### config.mk
export PLATFORM = sky130hd
export DESIGN_NAME = spi_master_top
export DESIGN_NICKNAME = d
export VERILOG_FILES = /design/src/rtl/spi_mstr_pkg.sv /design/src/rtl/spi_half_tick.sv /design/src/rtl/spi_shift_engine.sv /design/src/rtl/spi_master_top.sv
export SDC_FILE = /design/constraint.sdc
export NUM_CORES = 1
export LEC_CHECK = 0
export BUFFER_PORTS_ARGS = -buffer_cell sky130_fd_sc_hd__buf_2
export CORE_AREA = 5 5 81 68
export DETAILED_ROUTE_END_ITERATION = 12
export DIE_AREA = 0 0 86 73
export PLACE_DENSITY_LB_ADDON = 0.3
export SYNTH_ARGS = -nofsm -noshare
export SYNTH_HDL_FRONTEND = slang
export SYNTH_SLANG_ARGS = --single-unit
### constraint.sdc
create_clock -name clk -period 2.7 [get_ports clk]
set_clock_uncertainty 0.05 [all_clocks]
set_input_delay 0.675 -clock clk [delete_from_list [all_inputs] [get_ports clk]]
set_output_delay 0.675 -clock clk [all_outputs]
set_load 0.1 [all_outputs]
### src/rtl/spi_mstr_pkg.sv
package spi_mstr_pkg;

   typedef enum logic [1:0] {
      RATE_FAST = 2'd0,
      RATE_MID  = 2'd1,
      RATE_SLOW = 2'd2,
      RATE_TMR  = 2'd3
   } rate_sel_e;

   typedef struct packed {
      rate_sel_e rate;
      logic      cpol;
      logic      cke;
      logic      smp;
      logic      sdo_en;
   } spi_cfg_t;

endpackage

### src/rtl/spi_half_tick.sv
module spi_half_tick
   import spi_mstr_pkg::*;
#(
   parameter int DIV_FAST = 4,
   parameter int DIV_MID  = 16,
   parameter int DIV_SLOW = 64
) (
   input  logic      clk,
   input  logic      rst_n,
   input  logic      run,
   input  rate_sel_e rate,
   input  logic      tmr_tick,
   output logic      tick
);

   localparam int HALF_F   = DIV_FAST / 2;
   localparam int HALF_M   = DIV_MID / 2;
   localparam int HALF_S   = DIV_SLOW / 2;
   localparam int MAX_FM   = (HALF_F > HALF_M) ? HALF_F : HALF_M;
   localparam int MAX_HALF = (MAX_FM > HALF_S) ? MAX_FM : HALF_S;
   localparam int CNT_W    = (MAX_HALF > 2) ? $clog2(MAX_HALF) : 1;
   localparam int NUM_DIV  = 3;
   localparam int HALF_T [NUM_DIV] = '{HALF_F, HALF_M, HALF_S};

   // elaboration checks on the divider set
   generate
      for (genvar c = 0; c < NUM_DIV; c++) begin : g_chk
         if (HALF_T[c] < 1) begin : g_bad
            $error("spi_half_tick: every divider must be at least 2");
         end
      end
      if ((DIV_FAST % 2) != 0 || (DIV_MID % 2) != 0 || (DIV_SLOW % 2) != 0) begin : g_odd
         $error("spi_half_tick: dividers must be even");
      end
   endgenerate

   logic [CNT_W-1:0]   cnt_q;
   logic [NUM_DIV-1:0] hit;

   // one terminal comparator per fixed divider
   generate
      for (genvar g = 0; g < NUM_DIV; g++) begin : g_hit
         assign hit[g] = (cnt_q >= CNT_W'(HALF_T[g] - 1));
      end
   endgenerate

   always_comb begin
      case (rate)
         RATE_FAST: tick = run & hit[0];
         RATE_MID:  tick = run & hit[1];
         RATE_SLOW: tick = run & hit[2];
         default:   tick = run & tmr_tick;
      endcase
   end

   always_ff @(posedge clk) begin
      if (!rst_n) begin
         cnt_q <= '0;
      end else if (!run || tick || rate == RATE_TMR) begin
         cnt_q <= '0;
      end else begin
         cnt_q <= cnt_q + 1'b1;
      end
   end

   // the half-bit counter never runs past the longest half period
   assert_cnt_bound_R3: assert property (@(posedge clk) disable iff (!rst_n)
      int'(cnt_q) < MAX_HALF);

endmodule

### src/rtl/spi_shift_engine.sv
module spi_shift_engine #(
   parameter int DATA_W = 8
) (
   input  logic              clk,
   input  logic              rst_n,
   input  logic              start,
   input  logic [DATA_W-1:0] tx_byte,
   input  logic              tick,
   input  logic              cke,
   input  logic              smp,
   input  logic              sdi,
   output logic              busy,
   output logic              sclk_act,
   output logic              sdo,
   output logic              finish,
   output logic [DATA_W-1:0] rx_next
);

   localparam int HALVES = 2 * DATA_W;
   localparam int HW     = $clog2(HALVES + 1);

   generate
      if (DATA_W < 2) begin : g_bad_w
         $error("spi_shift_engine: DATA_W must be at least 2");
      end
   endgenerate

   logic              busy_q;
   logic [HW-1:0]     hcnt_q;
   logic [DATA_W-1:0] tx_sh_q;
   logic [DATA_W-1:0] rx_sh_q;
   logic              act_q;
   logic              sdo_q;

   logic first_half;
   logic last_half;
   logic capture;
   logic accept;

   assign accept     = start & ~busy_q;
   assign first_half = ~hcnt_q[0];
   assign last_half  = (hcnt_q == HW'(HALVES - 1));
   assign capture    = busy_q & tick & (first_half ? ~smp : smp);
   assign rx_next    = capture ? {rx_sh_q[DATA_W-2:0], sdi} : rx_sh_q;
   assign finish     = busy_q & tick & ~first_half & last_half;

   always_ff @(posedge clk) begin
      if (!rst_n) begin
         busy_q  <= 1'b0;
         hcnt_q  <= '0;
         tx_sh_q <= '0;
         rx_sh_q <= '0;
         act_q   <= 1'b0;
         sdo_q   <= 1'b0;
      end else if (accept) begin
         busy_q  <= 1'b1;
         hcnt_q  <= '0;
         tx_sh_q <= tx_byte;
         rx_sh_q <= '0;
         sdo_q   <= tx_byte[DATA_W-1];
         act_q   <= ~cke;
      end else if (busy_q && tick) begin
         rx_sh_q <= rx_next;
         hcnt_q  <= hcnt_q + 1'b1;
         if (first_half) begin
            act_q <= ~act_q;
         end else if (last_half) begin
            busy_q <= 1'b0;
            act_q  <= 1'b0;
         end else begin
            act_q   <= ~cke;
            tx_sh_q <= tx_sh_q << 1;
            sdo_q   <= tx_sh_q[DATA_W-2];
         end
      end
   end

   assign busy     = busy_q;
   assign sclk_act = act_q;
   assign sdo      = sdo_q;

   // an accepted start opens a fresh exchange at half zero
   assert_start_clean_R1: assert property (@(posedge clk) disable iff (!rst_n)
      accept |=> (busy_q && hcnt_q == '0));

   // an exchange ends only after all halves have elapsed
   assert_full_length_R10: assert property (@(posedge clk) disable iff (!rst_n)
      $fell(busy_q) |-> (hcnt_q == HW'(HALVES)));

   // the clock is never left active once idle
   assert_idle_inactive_R10: assert property (@(posedge clk) disable iff (!rst_n)
      $fell(busy_q) |-> !act_q);

endmodule

### src/rtl/spi_master_top.sv
module spi_master_top
   import spi_mstr_pkg::*;
#(
   parameter int DATA_W   = 8,
   parameter int DIV_FAST = 4,
   parameter int DIV_MID  = 16,
   parameter int DIV_SLOW = 64
) (
   input  logic              clk,
   input  logic              rst_n,
   input  logic              wr_en,
   input  logic [DATA_W-1:0] wr_data,
   output logic [DATA_W-1:0] rd_data,
   input  logic              clr_ifg,
   input  logic              clr_wcol,
   input  logic [1:0]        cfg_rate,
   input  logic              cfg_cpol,
   input  logic              cfg_cke,
   input  logic              cfg_smp,
   input  logic              cfg_sdo_en,
   input  logic              tmr_tick,
   input  logic              sdi,
   output logic              sclk,
   output logic              sdo,
   output logic              sdo_oe,
   output logic              busy,
   output logic              ifg,
   output logic              wcol
);

   spi_cfg_t cfg;
   assign cfg = '{rate: rate_sel_e'(cfg_rate), cpol: cfg_cpol, cke: cfg_cke,
                  smp: cfg_smp, sdo_en: cfg_sdo_en};

   logic              eng_busy;
   logic              tick;
   logic              act;
   logic              eng_sdo;
   logic              finish;
   logic [DATA_W-1:0] rx_next;
   logic              start;

   assign start = wr_en & ~eng_busy;

   spi_half_tick #(
      .DIV_FAST(DIV_FAST),
      .DIV_MID (DIV_MID),
      .DIV_SLOW(DIV_SLOW)
   ) u_tick (
      .clk     (clk),
      .rst_n   (rst_n),
      .run     (eng_busy),
      .rate    (cfg.rate),
      .tmr_tick(tmr_tick),
      .tick    (tick)
   );

   spi_shift_engine #(
      .DATA_W(DATA_W)
   ) u_eng (
      .clk     (clk),
      .rst_n   (rst_n),
      .start   (start),
      .tx_byte (wr_data),
      .tick    (tick),
      .cke     (cfg.cke),
      .smp     (cfg.smp),
      .sdi     (sdi),
      .busy    (eng_busy),
      .sclk_act(act),
      .sdo     (eng_sdo),
      .finish  (finish),
      .rx_next (rx_next)
   );

   logic [DATA_W-1:0] buf_q;
   logic              ifg_q;
   logic              wcol_q;

   always_ff @(posedge clk) begin
      if (!rst_n) begin
         buf_q  <= '0;
         ifg_q  <= 1'b0;
         wcol_q <= 1'b0;
      end else begin
         if (start) begin
            buf_q <= wr_data;
         end else if (finish) begin
            buf_q <= rx_next;
         end
         if (finish) begin
            ifg_q <= 1'b1;
         end else if (clr_ifg) begin
            ifg_q <= 1'b0;
         end
         if (wr_en && eng_busy) begin
            wcol_q <= 1'b1;
         end else if (clr_wcol) begin
            wcol_q <= 1'b0;
         end
      end
   end

   assign rd_data = buf_q;
   assign ifg     = ifg_q;
   assign wcol    = wcol_q;
   assign busy    = eng_busy;
   assign sclk    = cfg.cpol ^ act;
   assign sdo     = eng_sdo;
   assign sdo_oe  = cfg.sdo_en;

   // completion and flag raise happen together
   assert_flag_on_done_R7: assert property (@(posedge clk) disable iff (!rst_n)
      $fell(busy) |-> ifg);

   // collision flag only rises after a write during an exchange
   assert_wcol_cause_R9: assert property (@(posedge clk) disable iff (!rst_n)
      $rose(wcol) |-> $past(wr_en && busy));

   // a refused write leaves the buffer alone
   assert_refused_keeps_buf_R9: assert property (@(posedge clk) disable iff (!rst_n)
      (wr_en && busy && !finish) |=> $stable(rd_data));

   // serial output holds between exchanges
   assert_sdo_hold_R10: assert property (@(posedge clk) disable iff (!rst_n)
      (!busy && $past(!busy && !wr_en)) |-> $stable(sdo));

   // idle clock level follows the polarity control
   assert_idle_level_R4: assert property (@(posedge clk) disable iff (!rst_n)
      !busy |-> (sclk == cfg_cpol));

endmodule

==> results.cfg, run 1 <==
[global_route]
grt-ovfl-total = 0
grt_first_pass_wirelength_um = 6741
grt_usage = 0.1384
grt_start_max_net_pins = 27
grt_antenna_before_repair = 0
grt_pass1_vias = 1428

[route]
drt_pass1_iterations = 4
remaining_drc_errors = 0
wl_per_cell_um = 14.09
drt-vias-per-instance = 5.103
dr.first_iter.drc_count = 74
drtAntennaViolNets = 0
finalWirelength_um = 3958
route.vias.total = 1434

[placed_design]
gp_routability_congestion = 0.7597
port-buffer-count = 32
place.detailed.instances = 271
detailedPlace.worstSlack_ps = 163.6
postPlaceCellArea_um2 = 2019
place.detailed.hpwl_um = 2933

[setup_path]
critPathLaunch = u_tick.cnt_q[0]
timing_worst_setup_path_type = reg -> reg
critical_path.max_stage_delay_ps = 380
worst-path-buf-inv = 1
timing.critical_path.max_delay_family = compound AO/OA/AOI/OAI gates
worst_ep_required_time_ps = 2810
slowest_stage = sky130_fd_sc_hd__dfxtp_1
crit_path_max_fanout = 8
worst_setup_sp_type = flip-flop
worstSetupEndpointType = flip-flop
timing.rr.start = u_tick.cnt_q[0]
timing.critical_path.cells = ha_1, and3_2, ha_1, nor3b_2, o32ai_4, o211ai_4, buf_12, mux2i_1, o32ai_2
critical-path-top-cell-by-count = sky130_fd_sc_hd__ha_1
critPathArrivalTime_ps = 2580

[final_layout]
finish.net_count = 244
layout_commonest_cell = sky130_fd_sc_hd__dfxtp_1
finalInstanceArea_um2 = 2138
final_cells = 281
finish.utilization = 0.4503
drive_gt1_frac = 0.2557
flow.area_growth_from_synthesis_pct = 19.34
antennaDiodeCount = 0
top_library_cells_by_usage_in_the_layout_fill_and_taps_aside = sky130_fd_sc_hd__dfxtp_1, sky130_fd_sc_hd__buf_2, sky130_fd_sc_hd__mux2i_1, sky130_fd_sc_hd__nor2_1, sky130_fd_sc_hd__a21oi_1

[sta]
rel_slew_slack = 0.6134
number_of_max_slew_violations_in_the_final_report = 0
layout_worst_path_cycle_share = 0.9161
finalHoldWorstSlack_ps = 417.4
period_minus_slack_ps = 2473
max_slew.worst_pin.slew_ps = 578.7
max_clock_freq_mhz = 404.3
total_negative_setup_slacks_ps = 0
unrepaired_setup_endpoints_after_global_routing = no
layout_setup_ws_ps = 226.6
setup_viol_count_final = 0
report.final.hold_viol_count = 0

[clocking]
cts_tree = yes
postCtsSetupBuffers = 0
cts_inserted_buffers = 5
htree_num_levels = 2
clkTransAtPathRegs_ps = 70
clock_net_sink_count = 38
postCtsResizedCells = 0
cts_buffer_depth = 2
clock-root-buffer = sky130_fd_sc_hd__clkbuf_8
postCtsHoldBufs = 0
worst_skew_pair.late_latency_ps = 290

[logic_synthesis]
ys_async_sr_fraction = 0
synth.yosys.seq_area_share = 0.4246
synth_edf_count = 0
yosys_warnings = 0
post_synth.cell_area_avg_um2 = 9.738
post_synth_instance_area_um2 = 1792
postSynth.topFlopCell = sky130_fd_sc_hd__dfxtp_1
synthesis.instances = 184
yosys_register_bits = 38
post_synth_num_cell_types = 39
mappedNetlistNets = 210

[hold_path]
hp_class = reg -> reg
hold_start = ifg

[die]
design.core.area_um2 = 4748
start_util = 0.3773
std_cell_rows = 23
chipHeight_um = 73
floorplan.die.width_um = 86
io_pins = 35
design.die.area_um2 = 6278

[pwr]
power_per_cell_area_nw_per_um2 = 576.2
ir_worst_vdd_mv = 0.2118
power_mw = 1.232
power_leakage_nw = 0.9455

[status]
run_status = completed

[flow_run]
drv.max_cap_violation_count = 0
-- where the power goes --
part           switching, mW  internal [mW]  leakage (nW)  total (mW)
logic                  0.168         0.0590         0.587       0.227
clock network          0.199          0.206        0.0482       0.405
registers             0.0170          0.583         0.310       0.600
total                  0.384          0.848         0.946        1.23
-- tightest hold or removal path, stage by stage, from the launching register on --
cell                       delay (ps)
sky130_fd_sc_hd__dfxtp_1          310
sky130_fd_sc_hd__nand2b_1          60
sky130_fd_sc_hd__a21oi_1           60
-- flip-flops by register name (all words and copies together), names as in the netlist --
| signal | count |
|---|---|
| wcol | 1 |
| u_tick.cnt_q | 5 |
| u_eng.busy | 1 |
| u_eng.sclk_act | 1 |
| u_eng.hcnt_q | 5 |
| ifg | 1 |
| rd_data | 8 |
| u_eng.tx_sh_q | 7 |
| u_eng.rx_sh_q | 8 |
| u_eng.sdo | 1 |
-- worst paths after layout --
check / depth (start not counted) / end / slack [ps]
max: 9 / rd_data[0] / 230
max reg2reg: 9 / rd_data[0] / 230
min reg2reg: 2 / ifg / 420
min: 2 / ifg / 420
-- per-layer routing --
layer  GRT usage  up-vias  routed length [um]
met2      0.2079       33                1690
li1            -      727                   -
met4     0.05800        0                  70
met3     0.04063        7                 211
met5           0        -                   0
met1      0.1850      667                1985
-- kinds of logic (layout without fill, tap and decap cells) --
group,after synthesis,count (layout),share of synthesized area
and+or+nand+nor,51,51,0.1529
AOI/OAI and AO/OA,49,49,0.2179
DFF,38,38,0.4246
muxes,19,19,0.1061
buffers and inverters,17,52,0.03910
adders and majority gates,5,5,0.03492
xor gates and xnor gates,5,5,0.02445
-- synthesized netlist by cell type, types with 5 or more instances --
cell type | instances | area, um2
sky130_fd_sc_hd__a21oi_1 | 17 | 85.08
sky130_fd_sc_hd__o21ai_0 | 9 | 45.04
sky130_fd_sc_hd__o31ai_1 | 5 | 37.54
sky130_fd_sc_hd__nand3_1 | 5 | 25.02
sky130_fd_sc_hd__inv_1 | 6 | 22.52
sky130_fd_sc_hd__a41oi_1 | 5 | 43.79
sky130_fd_sc_hd__dfxtp_1 | 38 | 760.7
sky130_fd_sc_hd__clkbuf_1 | 8 | 30.03
sky130_fd_sc_hd__mux2i_1 | 19 | 190.2
sky130_fd_sc_hd__ha_1 | 5 | 62.56
sky130_fd_sc_hd__nor2_1 | 19 | 71.32
sky130_fd_sc_hd__nand2_1 | 6 | 22.52
sky130_fd_sc_hd__and3_1 | 6 | 37.54
-- layout make-up --
type                       count  area, um2
clock buffer                   7      86.33
clock inverter                 1      5.005
fill                         477       2610
inverter                       6      22.52
multi-input combinational    129      968.4
sequential                    38      760.7
tap                           62      77.57
timing repair buffer          38      217.7
Power figures use the tool's default switching activity.
==> inputs of run 2 (changes only) <==
CAP_MARGIN = 10   (was not set)
GPL_TIMING_DRIVEN = 0   (was not set)
==> results.cfg, run 2 (same netlist as run 1, synthesis figures left out) <==
[setup_path]
worst_setup_sp_type = flip-flop
timing_worst_setup_path_type = reg -> reg
r2r_slack_ps = 180
worst_ep_required_time_ps = 2810
crit_path_max_fanout = 8
worstSetupEndpointType = flip-flop
critPathArrivalTime_ps = 2630

[global_route]
grt_antenna_before_repair = 0
grt-ovfl-total = 0
grt_start_max_net_pins = 12
grt_pass1_vias = 1391
grt_first_pass_wirelength_um = 6665
grt_usage = 0.1362

[die]
design.die.area_um2 = 6278
std_cell_rows = 23
start_util = 0.3773
floorplan.die.width_um = 86
design.core.area_um2 = 4748
chipHeight_um = 73
io_pins = 35

[sta]
period_minus_slack_ps = 2519
report.final.hold_viol_count = 0
total_negative_setup_slacks_ps = 0
max_clock_freq_mhz = 397.0
layout_worst_path_cycle_share = 0.9329
number_of_max_slew_violations_in_the_final_report = 0
unrepaired_setup_endpoints_after_global_routing = no
layout_setup_ws_ps = 181.2
finalHoldWorstSlack_ps = 413.8
setup_viol_count_final = 0
rel_slew_slack = 0.6723
max_slew.worst_pin.slew_ps = 491.5

[clocking]
postCtsSetupBuffers = 0
htree_num_levels = 2
cts_buffer_depth = 2
clkTransAtPathRegs_ps = 80
worst_skew_pair.late_latency_ps = 290
cts_inserted_buffers = 5
cts_tree = yes
postCtsResizedCells = 0
clock-root-buffer = sky130_fd_sc_hd__clkbuf_8
clock_net_sink_count = 38
postCtsHoldBufs = 0

[final_layout]
top_library_cells_by_usage_in_the_layout_fill_and_taps_aside = sky130_fd_sc_hd__dfxtp_1, sky130_fd_sc_hd__buf_2, sky130_fd_sc_hd__mux2i_1, sky130_fd_sc_hd__nor2_1, sky130_fd_sc_hd__a21oi_1
antennaDiodeCount = 0
flow.area_growth_from_synthesis_pct = 20.11
drive_gt1_frac = 0.2444
layout_commonest_cell = sky130_fd_sc_hd__dfxtp_1
finish.net_count = 250
filler_cell_count = 483
finalInstanceArea_um2 = 2152

[status]
run_status = completed

[pwr]
power_frac_comb = 0.184
part_of_the_power_in_registers = 0.465
ir_worst_vdd_mv = 0.2729
power_per_cell_area_nw_per_um2 = 597.3
clock_power_share = 0.351
swShare = 0.3000
p_switching_uw = 385.6
internal-power_uw = 899.8
power_leakage_nw = 0.9468

[placed_design]
gp_routability_congestion = 0.7893
postPlaceCellArea_um2 = 2042
place.detailed.hpwl_um = 3000
detailedPlace.worstSlack_ps = 161.7
port-buffer-count = 33

[route]
drt-vias-per-instance = 5.160
dr.first_iter.drc_count = 86
wl_per_cell_um = 14.03
drtAntennaViolNets = 0
remaining_drc_errors = 0
route.vias.total = 1481
finalWirelength_um = 4026
drt_pass1_iterations = 4

[hold_path]
hp_class = reg -> reg

[flow_run]
drv.max_cap_violation_count = 0
-- run 2: cell types whose count changed in the layout (fill, tap and decap cells not counted), sizes merged --
| cell | previous run | this run |
|---|---|---|
| buf | 38 | 35 |
| clkbuf | 7 | 17 |
| clkinv | 1 | 0 |
-- run 2: worst paths after layout --
kind | startpoint | to | depth (start not counted)
worst max-delay path | u_tick.cnt_q[0] | rd_data[1] | 8
worst min-delay path | u_eng.hcnt_q[4] | u_eng.hcnt_q[4] | 2
worst max register to register | u_tick.cnt_q[0] | rd_data[1] | 8
worst min register to register | u_eng.hcnt_q[4] | u_eng.hcnt_q[4] | 2
-- run 2: metrics by stage --
stage,instances,utilization,power (mW)
final,287,0.4532,1.285
after global placement,279,0.4300,0.8462
after detailed placement,279,0.4300,0.8476
after global routing,287,0.4532,1.345
after CTS,287,0.4532,1.296
after floorplan,184,-,0.7926
-- run 2: cell type report --
class                      instances  area, um2  share of cell area
clock buffer                       8      110.1             0.05116
multi-input combinational        129      968.4              0.4500
timing repair buffer              33      165.2             0.07674
inverter                           6      22.52             0.01047
buffer                            11      47.55             0.02209
sequential                        38      760.7              0.3535
tap                               62      77.57             0.03605
-- run 2: power by group through the flow --
stage               Sequential [mW]  Clock [mW]  Combinational, mW
detailed placement            0.611           0              0.237
global placement              0.611           0              0.235
global route                  0.601       0.493              0.251
CTS                           0.598       0.460              0.238
floorplan                     0.686           0              0.106
finish                        0.598       0.451              0.236
-- run 2: critical path, cell delays in order (launching register included) --
cell	delay [ps]
sky130_fd_sc_hd__dfxtp_1	400
sky130_fd_sc_hd__ha_1	270
sky130_fd_sc_hd__and3_2	220
sky130_fd_sc_hd__ha_1	200
sky130_fd_sc_hd__nor3b_2	240
sky130_fd_sc_hd__o32ai_4	170
sky130_fd_sc_hd__o211ai_4	390
sky130_fd_sc_hd__mux2i_1	350
sky130_fd_sc_hd__o31ai_1	100
-- run 2: per-layer routing --
layer	global-route usage	part of all wire
met5	0	0
met4	0.04921	0.011
met1	0.1766	0.48
met3	0.03386	0.052
met2	0.2198	0.46
